===== src/rtl/pend_sel_pkg.sv =====
package pend_sel_pkg;
  localparam int PRIO_W = 8;
  localparam int RUN_W  = 9;
  localparam int ID_W   = 10;
  localparam logic [ID_W-1:0] SPURIOUS_ID = 10'd1023;

  typedef struct packed {
    logic publish;
    logic raise;
  } selStrobe_t;
endpackage


===== src/rtl/pend_sel_ctrl.sv =====
module pend_sel_ctrl
  import pend_sel_pkg::*;
#(
  parameter int NCPU = 2
) (
  input  logic                     distEnable,
  input  logic [NCPU-1:0]          cpuEnable,
  input  logic [NCPU-1:0]          candValid,
  input  logic [NCPU*PRIO_W-1:0]   candPrio,
  input  logic [NCPU*PRIO_W-1:0]   prioMask,
  input  logic [NCPU*RUN_W-1:0]    runPrio,
  output selStrobe_t [NCPU-1:0]    strobes
);
  for (genvar c = 0; c < NCPU; c++) begin : g_cpu
    logic [PRIO_W-1:0] thisPrio;
    logic gateOpen;
    logic belowMask;
    logic belowRun;
    assign thisPrio  = candPrio[c*PRIO_W +: PRIO_W];
    assign gateOpen  = distEnable & cpuEnable[c];
    assign belowMask = thisPrio < prioMask[c*PRIO_W +: PRIO_W];
    assign belowRun  = {1'b0, thisPrio} < runPrio[c*RUN_W +: RUN_W];
    assign strobes[c].publish = gateOpen & candValid[c] & belowMask;
    assign strobes[c].raise   = gateOpen & candValid[c] & belowMask & belowRun;
  end
endmodule


===== src/rtl/pend_sel_dp.sv =====
module pend_sel_dp
  import pend_sel_pkg::*;
#(
  parameter int NSRC = 4,
  parameter int NCPU = 2
) (
  input  logic                     clk,
  input  logic                     rstN,
  input  logic [NCPU*NSRC-1:0]     srcEnable,
  input  logic [NCPU*NSRC-1:0]     srcPending,
  input  logic [NSRC*PRIO_W-1:0]   srcPrio,
  input  selStrobe_t [NCPU-1:0]    strobes,
  output logic [NCPU-1:0]          candValid,
  output logic [NCPU*PRIO_W-1:0]   candPrio,
  output logic [NCPU*ID_W-1:0]     bestId,
  output logic [NCPU-1:0]          irqReq
);
  for (genvar c = 0; c < NCPU; c++) begin : g_cpu
    logic              scanValid;
    logic [PRIO_W-1:0] scanPrio;
    logic [ID_W-1:0]   scanIdx;

    // Ascending scan; replace only on strictly smaller value so ties keep the lower index.
    always_comb begin
      scanValid = 1'b0;
      scanPrio  = '1;
      scanIdx   = '0;
      for (int i = 0; i < NSRC; i++) begin
        if (srcEnable[c*NSRC+i] && srcPending[c*NSRC+i] &&
            (!scanValid || (srcPrio[i*PRIO_W +: PRIO_W] < scanPrio))) begin
          scanValid = 1'b1;
          scanPrio  = srcPrio[i*PRIO_W +: PRIO_W];
          scanIdx   = ID_W'(i);
        end
      end
    end

    assign candValid[c] = scanValid;
    assign candPrio[c*PRIO_W +: PRIO_W] = scanPrio;

    always_ff @(posedge clk) begin
      if (!rstN) begin
        bestId[c*ID_W +: ID_W] <= SPURIOUS_ID;
        irqReq[c]              <= 1'b0;
      end else begin
        bestId[c*ID_W +: ID_W] <= strobes[c].publish ? scanIdx : SPURIOUS_ID;
        irqReq[c]              <= strobes[c].raise;
      end
    end

    // the published ID is either spurious or a real source index
    a_r7_id_range: assert property (@(posedge clk) disable iff (!rstN)
      (bestId[c*ID_W +: ID_W] == SPURIOUS_ID) || (bestId[c*ID_W +: ID_W] < ID_W'(NSRC)));

    // nothing pending for this CPU leaves it idle on the next edge
    a_r3_none_pending: assert property (@(posedge clk) disable iff (!rstN)
      (srcPending[c*NSRC +: NSRC] == '0) |=>
        (bestId[c*ID_W +: ID_W] == SPURIOUS_ID) && !irqReq[c]);
  end
endmodule


===== src/rtl/pend_sel_top.sv =====
module pend_sel_top
  import pend_sel_pkg::*;
#(
  parameter int NSRC = 4,
  parameter int NCPU = 2
) (
  input  logic                     clk,
  input  logic                     rstN,
  input  logic                     distEnable,
  input  logic [NCPU-1:0]          cpuEnable,
  input  logic [NCPU*NSRC-1:0]     srcEnable,
  input  logic [NCPU*NSRC-1:0]     srcPending,
  input  logic [NSRC*PRIO_W-1:0]   srcPrio,
  input  logic [NCPU*PRIO_W-1:0]   prioMask,
  input  logic [NCPU*RUN_W-1:0]    runPrio,
  output logic [NCPU*ID_W-1:0]     bestId,
  output logic [NCPU-1:0]          irqReq
);
  selStrobe_t [NCPU-1:0]   strobes;
  logic [NCPU-1:0]         candValid;
  logic [NCPU*PRIO_W-1:0]  candPrio;

  pend_sel_dp #(.NSRC(NSRC), .NCPU(NCPU)) u_dp (
    .clk(clk), .rstN(rstN),
    .srcEnable(srcEnable), .srcPending(srcPending), .srcPrio(srcPrio),
    .strobes(strobes), .candValid(candValid), .candPrio(candPrio),
    .bestId(bestId), .irqReq(irqReq)
  );

  pend_sel_ctrl #(.NCPU(NCPU)) u_ctrl (
    .distEnable(distEnable), .cpuEnable(cpuEnable),
    .candValid(candValid), .candPrio(candPrio),
    .prioMask(prioMask), .runPrio(runPrio), .strobes(strobes)
  );

  for (genvar c = 0; c < NCPU; c++) begin : g_chk
    // a closed gate silences this CPU one edge later
    a_r4_gate_closed: assert property (@(posedge clk) disable iff (!rstN)
      (!distEnable || !cpuEnable[c]) |=>
        (bestId[c*ID_W +: ID_W] == SPURIOUS_ID) && !irqReq[c]);

    // a zero mask lets nothing through
    a_r5_mask_zero: assert property (@(posedge clk) disable iff (!rstN)
      (prioMask[c*PRIO_W +: PRIO_W] == '0) |=> (bestId[c*ID_W +: ID_W] == SPURIOUS_ID));

    // a zero running priority blocks the request line
    a_r6_run_zero: assert property (@(posedge clk) disable iff (!rstN)
      (runPrio[c*RUN_W +: RUN_W] == '0) |=> !irqReq[c]);

    // a request always comes with a published ID
    a_r6_req_has_id: assert property (@(posedge clk) disable iff (!rstN)
      irqReq[c] |-> (bestId[c*ID_W +: ID_W] != SPURIOUS_ID));
  end
endmodule


===== config.mk =====
export PLATFORM = sky130hd
export DESIGN_NAME = pend_sel_top
export DESIGN_NICKNAME = d
export VERILOG_FILES = /design/src/rtl/pend_sel_pkg.sv /design/src/rtl/pend_sel_ctrl.sv /design/src/rtl/pend_sel_dp.sv /design/src/rtl/pend_sel_top.sv
export SDC_FILE = /design/constraint.sdc
export NUM_CORES = 1
export LEC_CHECK = 0
export BUFFER_PORTS_ARGS = -buffer_cell sky130_fd_sc_hd__buf_2
export CAP_MARGIN = 10
export CORE_UTILIZATION = 40
export DETAILED_ROUTE_END_ITERATION = 7
export GPL_TIMING_DRIVEN = 1
export PLACE_DENSITY = 0.69
export SYNTH_ARGS = -nofsm -noshare
export SYNTH_HDL_FRONTEND = slang
export SYNTH_SLANG_ARGS = --single-unit
export TNS_END_PERCENT = 50

===== constraint.sdc =====
create_clock -name clk -period 7.2 [get_ports clk]
set_clock_uncertainty 0.15 [all_clocks]
set_input_delay 0.36 -clock clk [delete_from_list [all_inputs] [get_ports clk]]
set_output_delay 0.36 -clock clk [all_outputs]
set_load 0.01 [all_outputs]

==> metrics.md, run 1 <==
| Metric | Value |
|---|---|
| GRT overflow | 0 |
| Rows | 31 |
| Total setup violations reported at the end of the flow | 0 |
| Die outline height | 89.4 um |
| # IOs | between 100 and 150 |
| Final hold viol count | 0 |
| Main flop type after synthesis | sky130_fd_sc_hd__dfxtp_1 |
| Post-synth EDFFs | 0 |
| Detailed Route Iter0 Violations | 75 |
| Die Span X | 89.4 um |
| Fraction of the core area covered by cells at the end of the flow | 0.524 |
| Seq/Total Area, Yosys | 0.0524 |
| Max-slew headroom | 0.712 |
| Max-cap violations | 0 |
| Area Overhead vs Synth | 25.7% |
| Final Wtd Congestion | around 0.9 |
| Largest stage delay on the critical path | 0.34 ns |
| Kind of launch point of the worst setup path | primary input |
| Antenna violations before repair | 1 |
| Run status | finished, final reports clean |
| Drt wl/cell | 14.4 um |
| Post-synthesis instance total | 426 |
| Cell total after placement | roughly 620 |
| Bufs on Longest Clock Path | 2 |
| CTS H-Tree Depth | 1 |
| Cell area after layout | 3840 sq um |
| Syn_area_per_cell | 7.18 sq um |
| Biggest area contributors in the synthesized netlist | sky130_fd_sc_hd__ha_1 29%, sky130_fd_sc_hd__mux2i_1 9.2%, sky130_fd_sc_hd__inv_1 7.4%, sky130_fd_sc_hd__a21oi_1 6.7%, sky130_fd_sc_hd__dfxtp_1 5.2% |
| Wire length on met1 | 4030 um |
| Root buffer selected by CTS | sky130_fd_sc_hd__clkbuf_8 |
| Uppermost layer routed | met4 |
| CTS buffer count | 3 |
| Total met2 wirelength after detailed routing | 4260 um |
| Unrepaired setup endpoints after global routing | yes |
| Final instance count without filler cells | 625 |
| Setup CP Type | in -> reg |
| Endpoint arrival time on the critical path | 6.67 ns |
| Hold WC Path Type | in -> reg |
| Netlist area before placement | 3060 sq um |
| Number of vias per cell after detailed routing | 5.49 |
| Area leader, netlist | sky130_fd_sc_hd__ha_1 |
| Final HPWL from detailed placement | 7900 um |
| Yosys Warn Count | 0 |
| Largest vdd supply drop | 0.0584 mV |
| PD cells | 95.1 nW/um^2 |
| Number of global-route vias before repair | 3235 |
| Critical Path Slowest Stage Cell | sky130_fd_sc_hd__o311a_1 |
| Final count of pins violating max slew | 0 |
| Placed inst area | 3650 sq um |
| Layout cells sized above 1 | 0.308 |
| Syn_nets | between 500 and 600 |
| Unique masters post-synth | 47 |
| Maximum clock rate | 149 MHz |
| Routed wire length | between 9000 and 10000 um |
| Critical Path End Type | register |
| Area share of the largest cell type after synthesis | 0.286 |
| Number of sinks on the clock net | 8 |
| Remaining antenna violation count | 0 |
| Total length of routed met3 wires | 541 um |
| Number of antenna repair diodes | 0 |
| Wire length of the first global-routing pass | 14300 um |
| Initial DRT Pass Iterations | 4 |
| Standby leakage power | 2.07 nW |
| Area inside the core boundary | 7330 sq um |
| Largest fanout on the critical path | 15 |
| Total number of nets in the final design | between 600 and 700 |
| Share of flip-flops with an asynchronous set or reset after synthesis | 0 |
| Via Count | 3430 |
| Critical path required time | 7.15 ns |
| Slew at the pin closest to its max-slew limit | 0.430 ns |
| Total die area | 8000 sq um |
| Maximum number of pins on one net before global-route repair | 16 |
| Global-route usage over all layers | 0.228 |
| Shortest clock period the worst path allows after layout | around 6.7 ns |
| Number of buffer cells added on primary ports | 108 |
| Final critical-path share of the clock period | 0.933 |
| Clock tree from TritonCTS | built |
| Most prevalent standard cell on the critical path | sky130_fd_sc_hd__a21oi_1 |
| Effective utilization at floorplan | 0.417 |
| Detailed-route DRC error count | 0 |
| Clock-pin slew reported for the worst setup and hold paths after clock tree synthesis | 0.04 ns |
| Total negative slack for setup checks | 0 ns |
| Fill count | 714 |
| Synth Register Bits | 8 |
[sequential cells by signal (all words and copies together), names as in the netlist]
name,count
u_dp.irqReq,2
u_dp.bestId,6
[through the flow]
stage	power, mW	setup slack [ns]	hold slack, ns
floorplan	0.216	0.0510	0.359
global placement	0.287	0.0304	0.501
detailed placement	0.295	-0.0542	0.498
CTS	0.348	0.152	0.272
global route	0.405	-0.0444	0.287
finish	0.365	0.481	0.272
[area by class of cell]
type                            instances  area, sq um  area share
Clock buffer                            3         41.3      0.0107
Inverter                               60          225      0.0586
Multi-Input combinational cell        336         2650       0.691
Sequential cell                         8          160      0.0417
Tap cell                               99          124      0.0322
Timing Repair Buffer                  119          638       0.166
[worst paths after layout]
kind | startpoint | to | slack (ns) | depth (start not counted)
min | prioMask[8] | u_dp.bestId[18] | 0.27 | 2
max | srcEnable[0] | u_dp.bestId[0] | 0.48 | 35
[worst max-delay path, delay by kind of cell]
family | cells | cell delay, ns
adder cells (fa/ha/maj) | 4 | 1.16
multiplexers | 2 | 0.56
AND/OR/NAND/NOR | 9 | 1.11
buffers and inverters | 4 | 0.52
AO/OA/AOI/OAI | 16 | 2.94
[layer usage]
metal	GRT usage	up-vias
li1	-	1732
met1	0.276	1552
met2	0.434	128
met3	0.0175	18
met4	0.0519	0
met5	0	-
[power breakdown]
group	leakage, nW	total, mW	internal, mW	switching, mW
clock	0.0216	0.0516	0.0360	0.0156
sequential	0.0650	0.0472	0.0462	0.000981
combinational	1.98	0.267	0.119	0.147
[cells in the mapped netlist, types with 2 or more instances]
cell	n
sky130_fd_sc_hd__a211o_1	4
sky130_fd_sc_hd__a211oi_1	7
sky130_fd_sc_hd__a211oi_2	2
sky130_fd_sc_hd__a21o_1	9
sky130_fd_sc_hd__a21oi_1	41
sky130_fd_sc_hd__a31oi_1	2
sky130_fd_sc_hd__a41oi_1	4
sky130_fd_sc_hd__and3_1	2
sky130_fd_sc_hd__buf_2	5
sky130_fd_sc_hd__buf_4	14
sky130_fd_sc_hd__clkbuf_1	2
sky130_fd_sc_hd__dfxtp_1	8
sky130_fd_sc_hd__ha_1	70
sky130_fd_sc_hd__inv_1	60
sky130_fd_sc_hd__mux2i_1	28
sky130_fd_sc_hd__nand2_1	22
sky130_fd_sc_hd__nand2b_1	6
sky130_fd_sc_hd__nand3_1	7
sky130_fd_sc_hd__nand4_1	9
sky130_fd_sc_hd__nand4b_1	3
sky130_fd_sc_hd__nor2_1	40
sky130_fd_sc_hd__nor2_2	2
sky130_fd_sc_hd__nor2b_1	7
sky130_fd_sc_hd__nor3_1	19
sky130_fd_sc_hd__o211ai_1	5
sky130_fd_sc_hd__o21a_1	5
sky130_fd_sc_hd__o21ai_0	19
sky130_fd_sc_hd__o21ai_1	2
sky130_fd_sc_hd__o21ai_2	2
sky130_fd_sc_hd__o311a_1	2
sky130_fd_sc_hd__or2_2	2
[repair_timing]
action                     in CTS  in global routing
resized for setup               0                 35
hold buffers                    0                  0
setup buffers                   0                  1
setup endpoints to repair       0                  8
[cell usage in the layout, fill, tap and decap left out, types with 3 or more instances in the layout]
cell                         n
sky130_fd_sc_hd__mux2i_1    17
sky130_fd_sc_hd__buf_2     108
sky130_fd_sc_hd__a211o_1     4
sky130_fd_sc_hd__nand4_1     9
sky130_fd_sc_hd__nand2b_1    5
sky130_fd_sc_hd__a21oi_2     5
sky130_fd_sc_hd__a41oi_2     4
sky130_fd_sc_hd__mux2i_2     9
sky130_fd_sc_hd__buf_4       7
sky130_fd_sc_hd__ha_1       70
sky130_fd_sc_hd__nand4b_1    3
sky130_fd_sc_hd__a211oi_1    7
sky130_fd_sc_hd__o21ai_0    17
sky130_fd_sc_hd__a21oi_1    36
sky130_fd_sc_hd__o211ai_1    5
sky130_fd_sc_hd__nor2_1     39
sky130_fd_sc_hd__buf_6       4
sky130_fd_sc_hd__nor2b_1     7
sky130_fd_sc_hd__clkbuf_8    3
sky130_fd_sc_hd__a21o_1      8
sky130_fd_sc_hd__nor3_1     18
sky130_fd_sc_hd__nand3_1     7
sky130_fd_sc_hd__o21a_1      5
sky130_fd_sc_hd__inv_1      60
sky130_fd_sc_hd__dfxtp_1     8
sky130_fd_sc_hd__nand2_1    20
sky130_fd_sc_hd__o21ai_1     4
[cells by family (layout without fill, tap and decap cells)]
kind of cell / count (synthesis) / in the layout / synth area share
flip-flops: 8 / 8 / 0.0524
buffers and inverters: 82 / 182 / 0.123
adder cells (fa/ha/maj): 70 / 70 / 0.286
AO/OA/AOI/OAI: 113 / 113 / 0.246
AND/OR/NAND/NOR: 125 / 125 / 0.201
multiplexers: 28 / 28 / 0.0917
Power figures use the tool's default switching activity.
==> run 2: changes to the inputs <==
==> constraint.sdc (replaced) <==
create_clock -name clk -period 7.2 [get_ports clk]
set_clock_uncertainty 0.15 [all_clocks]
set_input_delay 1.8 -clock clk [delete_from_list [all_inputs] [get_ports clk]]
set_output_delay 1.8 -clock clk [all_outputs]
set_load 0.01 [all_outputs]
==> run 2 against run 1 <==
The run now ends with setup timing left; combinational power up 69%; count of clock-buffer cells in the layout unchanged; die area did not move; global-route usage up 4.7 points; power rose by 51%; sequential share of layout area down 1.3 points; via count is 25% higher; flip-flop and latch count unchanged; setup slack lost 1.2 ns; core utilization is 24 points higher; sequential power about the same; design area increased by 45%.
==> metrics.md, run 2 (synthesis gave the netlist of run 1 again) <==
| Metric | Value |
|---|---|
| Global-route usage over all layers | 0.275 (+0.0472) |
| Leading cell types in the layout, fill and taps excluded | 127 x sky130_fd_sc_hd__buf_4, 104 x sky130_fd_sc_hd__buf_2, 54 x sky130_fd_sc_hd__inv_1 |
| Critical Path Slowest Stage Cell | sky130_fd_sc_hd__nand2b_4 |
| Global routing met2 resource utilization | 0.552 (+0.118) |
| CP delay by family, top | compound AO/OA/AOI/OAI gates |
| Detailed Route Iter0 Violations | 194 (+160%) |
| Maximum number of pins on one net before global-route repair | 10 (-6) |
| Root buffer selected by CTS | sky130_fd_sc_hd__clkbuf_8 |
| Final worst setup slack | -0.768 ns (-1.25 ns) |
| Maximum clock rate | 125 MHz (-16%) |
| Area inside the core boundary | 7330 sq um (unchanged) |
| Clock tree from TritonCTS | built |
| Total negative slack for setup checks | -5.04 ns (-5.04 ns) |
| Max-slew headroom | 0.672 (-0.0402) |
| Final instance count without filler cells | 753 (+20%) |
| Placed inst area | 4410 sq um (+21%) |
| Flip-flop count of the largest register after layout | 6 (unchanged) |
| Detailed-route DRC error count | 0 (unchanged) |
| Slew at the pin closest to its max-slew limit | 0.489 ns (+0.0586 ns) |
| Die outline height | 89.4 um (unchanged) |
| Die Span X | 89.4 um (unchanged) |
| Most crowded layer after global routing | met2 |
| Number of vias per cell after detailed routing | 5.69 (+3.7%) |
| Setup CP Type | in -> reg |
| Wire length of the first global-routing pass | 17100 um (+20%) |
| Final HPWL from detailed placement | 8570 um (+8.4%) |
| Number of sinks on the clock net | 8 (unchanged) |
| Routed wire length | 13200 um (+47%) |
| Max-cap violations | 0 (unchanged) |
| Cell area after layout | 5580 sq um (+45%) |
| Initial DRT Pass Iterations | 5 (+1) |
| Clock-pin slew reported for the worst setup and hold paths after clock tree synthesis | 0.04 ns (about the same) |
| Register with the highest flop count | u_dp.bestId |
| Remaining antenna violation count | 0 (unchanged) |
| Shortest clock period the worst path allows after layout | 7.97 ns (+1.25 ns) |
| Critical path launch point | srcEnable[4] |
| PD cells | 99.0 nW/um^2 (+4.1%) |
| Met1 Use GR | 0.282 (+0.00630) |
| Hold WC Path Type | in -> reg |
| Hold_sp | runPrio[17] |
| Via Count | 4286 (+25%) |
| Rows | 31 (unchanged) |
| Final Wtd Congestion | 0.897 (+1.9%) |
| Largest vdd supply drop | 0.0426 mV (-27%) |
| CTS buffer count | 3 (unchanged) |
| CTS Hold Buffers Added | 0 (unchanged) |
| Violated checks | setup timing |
| Number of global-route vias before repair | 4023 (+24%) |
| CTS H-Tree Depth | 1 (unchanged) |
| Unrepaired setup endpoints after global routing | yes |
| # IOs | 109 (unchanged) |
| GRT overflow | 0 (unchanged) |
| Antenna violations before repair | 0 (-1) |
| Worst path bufs/invs | 5 (+1) |
| Layout cells sized above 1 | 0.576 (+0.268) |
| Area Overhead vs Synth | 82.6% |
| Most prevalent standard cell on the critical path | sky130_fd_sc_hd__buf_6 |
| Total number of nets in the final design | 813 (+19%) |
| Met3 global-route usage | 0.0295 (+0.0120) |
| Commonest non-fill, non-tap cell in the layout | sky130_fd_sc_hd__buf_4 |
| Critical path required time | 7.16 ns (about the same) |
| Drt wl/cell | 17.6 um (+22%) |
| Biggest regs | u_dp.bestId (6), u_dp.irqReq (2) |
| Endpoint arrival time on the critical path | 7.93 ns (+1.26 ns) |
| Effective utilization at floorplan | 0.417 (unchanged) |
| Largest fanout on the critical path | 8 (-7) |
| Kind of launch point of the worst setup path | primary input |
| Standby leakage power | 2.73 nW (+32%) |
| Final critical-path share of the clock period | 1.11 (+0.173) |
| Cell total after placement | 710 (+14%) |
| Largest stage delay on the critical path | 0.31 ns (-0.03 ns) |
| Bufs on Longest Clock Path | 2 (unchanged) |
| Run status | finished, violations left |
| Number of antenna repair diodes | 0 (unchanged) |
| Final hold viol count | 0 (unchanged) |
| Final count of pins violating max slew | 0 (unchanged) |
| Critical Path End Type | register |
| Total setup violations reported at the end of the flow | 8 (+8) |
| Total die area | 8000 sq um (unchanged) |
| Number of buffer cells added on primary ports | 108 (unchanged) |
[run 2: worst paths after layout]
path         endpoint  depth (start not counted)
max   u_dp.bestId[10]                         37
min    u_dp.irqReq[1]                          3
[run 2: final cells by class]
cell class                 count  area (sq um)
clock buffer                   3          41.3
fill                         472          1750
inverter                      60           225
multi-input combinational    337          3380
sequential                     8           160
tap                           99           124
timing repair buffer         246          1650
[run 2: what timing repair did]
item	in CTS	in global routing
buffers inserted	21	19
gates resized for setup	85	76
setup endpoints to repair	8	8
cloned	1	0
endpoints found under the hold margin	0	0
pin swaps	50	43
[run 2: report_power, final]
part	internal (mW)	leakage [nW]	total, mW	switching (mW)
registers	0.0462	0.0650	0.0470	0.000871
clock network	0.0363	0.0216	0.0551	0.0188
logic	0.230	2.64	0.451	0.221
[run 2: layer usage]
metal	wire, um	vias to the layer above
met1	4590	1943
met3	854	103
met5	0	-
met2	6750	249
met4	1020	0
li1	-	1991
[run 2: stage by stage]
step	util	power [mW]	setup slack [ns]	hold slack [ns]
2_1_floorplan	-	0.225	-0.618	1.80
4_1_cts	0.680	0.472	-0.422	1.70
3_5_place_dp	0.602	0.365	-1.36	1.94
5_1_grt	0.762	0.591	-1.06	1.70
3_3_place_gp	0.602	0.355	-1.16	1.93
6_report	0.762	0.553	-0.768	1.69
==> run 3: changes to the inputs <==
- CELL_PAD_IN_SITES_DETAIL_PLACEMENT: default -> 0
- CELL_PAD_IN_SITES_GLOBAL_PLACEMENT: default -> 1
- CORE_UTILIZATION: 40 -> 33
- PLACE_DENSITY: 0.69 -> default
- PLACE_DENSITY_LB_ADDON: default -> 0.1
==> run 3 against run 2 <==
Core utilization down 13 points; design area up 0.13%; the flow finishes with violations (DRC, setup timing); sequential power about the same; first-iteration DRC count down 51%; highest routed layer unchanged; final cell count up 2.3%; fmax up 3.1%; setup slack better by 0.24 ns; combinational power down 4%; power down 3.9%; via count down 9.4%; hold slack better by 0.010 ns; critical path depth down 1.
==> metrics.md, run 3 (synthesis gave the netlist of run 1 again) <==
| Metric | Value |
|---|---|
| Critical Path End Type | register |
| Bufs on Longest Clock Path | 2 (unchanged) |
| Run status | finished, violations left |
| Detailed-route DRC error count | 11 (+11) |
| Final Wtd Congestion | 0.888 (-1.1%) |
| Total setup violations reported at the end of the flow | 8 (unchanged) |
| Clock share of power | 0.098 (-0.002) |
| CTS H-Tree Depth | 1 (unchanged) |
| Number of buffer cells added on primary ports | 108 (unchanged) |
| Kind of launch point of the worst setup path | primary input |
| Flip-flop count of the largest register after layout | 6 (unchanged) |
| Register with the highest flop count | u_dp.bestId |
| Worst hold-check slack | 1.70 ns (+0.0100 ns) |
| Max-slew headroom | 0.741 (+0.0690) |
| Die Span X | 98.3 um (+9.9%) |
| Final critical-path share of the clock period | 1.07 (-0.0329) |
| Rows | 34 (+9.7%) |
| Max-cap violations | 0 (unchanged) |
| Detailed Route Iter0 Violations | 95 (-51%) |
| Largest stage delay on the critical path | 0.36 ns (+0.05 ns) |
| Clock-pin slew reported for the worst setup and hold paths after clock tree synthesis | 0.04 ns (about the same) |
| Effective utilization at floorplan | 0.346 (-0.0715) |
| Commonest non-fill, non-tap cell in the layout | sky130_fd_sc_hd__buf_4 |
| Number of antenna repair diodes | 0 (unchanged) |
| Wire length of the first global-routing pass | 17600 um (+2.5%) |
| Number of vias per cell after detailed routing | 5.04 (-11%) |
| Largest vdd supply drop | 0.0396 mV (-7.0%) |
| Endpoint arrival time on the critical path | 7.68 ns (-0.25 ns) |
| Leading cell types in the layout, fill and taps excluded | 131 x sky130_fd_sc_hd__buf_4, 104 x sky130_fd_sc_hd__buf_2, 57 x sky130_fd_sc_hd__inv_1 |
| Maximum clock rate | 129 MHz (+3.1%) |
| Power Internal | 0.314 mW (+0.47%) |
| Total die area | 9660 sq um (+21%) |
| Number of sinks on the clock net | 8 (unchanged) |
| Via Count | 3883 (-9.4%) |
| Setup CP Type | in -> reg |
| Clock tree from TritonCTS | built |
| Number of global-route vias before repair | 3953 (-1.7%) |
| Final count of pins violating max slew | 0 (unchanged) |
| Antenna violations before repair | 0 (unchanged) |
| Layout cells sized above 1 | 0.582 (+0.00512) |
| Shortest clock period the worst path allows after layout | 7.73 ns (-0.237 ns) |
| Root buffer selected by CTS | sky130_fd_sc_hd__clkbuf_8 |
| CTS Hold Buffers Added | 0 (unchanged) |
| Drt wl/cell | 14.7 um (-16%) |
| Final HPWL from detailed placement | 8900 um (+3.9%) |
| Standby leakage power | 2.77 nW (+1.4%) |
| Die outline height | 98.3 um (+9.9%) |
| Total number of nets in the final design | 821 (+0.98%) |
| Maximum number of pins on one net before global-route repair | 10 (unchanged) |
| Area Overhead vs Synth | 82.8% |
| CTS buffer count | 3 (unchanged) |
| Final worst setup slack | -0.531 ns (+0.237 ns) |
| Sw frac | 0.410 (-0.0260) |
| Slew at the pin closest to its max-slew limit | 0.389 ns (-0.0998 ns) |
| Hold WC Path Type | in -> reg |
| Remaining antenna violation count | 0 (unchanged) |
| Initial DRT Pass Iterations | 8 (+3) |
| Power share of the combinational group | 0.813 (-0.002) |
| GRT overflow | 0 (unchanged) |
| Net switching power figure | 0.218 mW (-9.7%) |
| Most prevalent standard cell on the critical path | sky130_fd_sc_hd__o21ai_2 |
| Largest fanout on the critical path | 7 (-1) |
| Global-route usage over all layers | 0.222 (-0.0534) |
| Violated checks | DRC, setup timing |
| Critical path required time | 7.15 ns (about the same) |
| PD cells | 95.0 nW/um^2 (-4.1%) |
| Unrepaired setup endpoints after global routing | yes |
| Power Total | 0.531 mW (-3.9%) |
| Routed wire length | 11300 um (-15%) |
| Sequential power share | 0.089 (+0.004) |
| Area inside the core boundary | 8850 sq um (+21%) |
| # IOs | 109 (unchanged) |
| Final hold viol count | 0 (unchanged) |
| Biggest regs | u_dp.bestId (6), u_dp.irqReq (2) |
| Critical Path Slowest Stage Cell | sky130_fd_sc_hd__o311a_1 |
[run 3: cell types whose count changed in the layout (fill, tap and decap cells not counted), moves of 3 or more]
cell                      delta
sky130_fd_sc_hd__a21oi_2     +5
sky130_fd_sc_hd__a21oi_4     -4
sky130_fd_sc_hd__buf_4       +4
sky130_fd_sc_hd__buf_6       +5
sky130_fd_sc_hd__ha_1        +3
sky130_fd_sc_hd__ha_4        -3
sky130_fd_sc_hd__inv_1       +3
sky130_fd_sc_hd__inv_2       -3
sky130_fd_sc_hd__mux2i_1     -3
sky130_fd_sc_hd__mux2i_2     +3
sky130_fd_sc_hd__nor3_2      +5
sky130_fd_sc_hd__nor3_4      -3
[run 3: critical path: cells and delay by family]
family                   cells  cell delay (ns)
AO/OA/AOI/OAI               16             2.81
buffers and inverters        4             0.43
multiplexers                 2             0.52
AND/OR/NAND/NOR             10             1.23
adder cells (fa/ha/maj)      4             0.88
[run 3: worst paths after layout]
path	slack, ns	endpoint	cells past startpoint	startpoint
worst min-delay path	1.70	u_dp.irqReq[1]	3	runPrio[9]
worst max-delay path	-0.53	u_dp.bestId[10]	36	srcEnable[4]
[run 3: power groups by stage]
stage / clock (mW) / combinational (mW) / sequential, mW
after floorplan: 0 / 0.176 / 0.0489
after global placement: 0 / 0.317 / 0.0479
after detailed placement: 0 / 0.323 / 0.0479
after CTS: 0.0533 / 0.377 / 0.0472
after global routing: 0.0559 / 0.473 / 0.0474
final: 0.0521 / 0.432 / 0.0471
[run 3: layer usage]
metal	wire length (um)	share of wire	up-vias	global-route usage
met5	0	0	-	0
met2	6220	0.55	98	0.460
met4	82	0.0073	0	0.0321
met1	4520	0.40	1781	0.246
met3	474	0.042	6	0.0157
li1	-	-	1998	-
[run 3: stage by stage]
step                TNS (ns)   util  cells  worst slack, ns  cell area, sq um
floorplan              -3.99      -    426           -0.618              3180
global placement       -6.72  0.503    723            -1.06              4450
detailed placement     -7.73  0.503    723            -1.20              4450
CTS                    -2.35  0.576    759           -0.466              5090
global route           -5.78  0.632    770           -0.874              5590
finish                 -2.81  0.632    770           -0.531              5590
[run 3: cell type report]
class / instances / area [sq um]
Multi-Input combinational cell: 337 / 3300
Timing Repair Buffer: 254 / 1730
Sequential cell: 8 / 160
Clock buffer: 3 / 41.3
Tap cell: 108 / 135
Inverter: 60 / 225
Fill cell: 785 / 3260
[run 3: repair_timing]
action | in CTS | in global routing
hold endpoints to repair | 0 | 0
setup endpoints to repair | 8 | 8
cloned | 1 | 0
gates resized for setup | 87 | 72
setup buffers | 32 | 12
pin swaps | 62 | 66
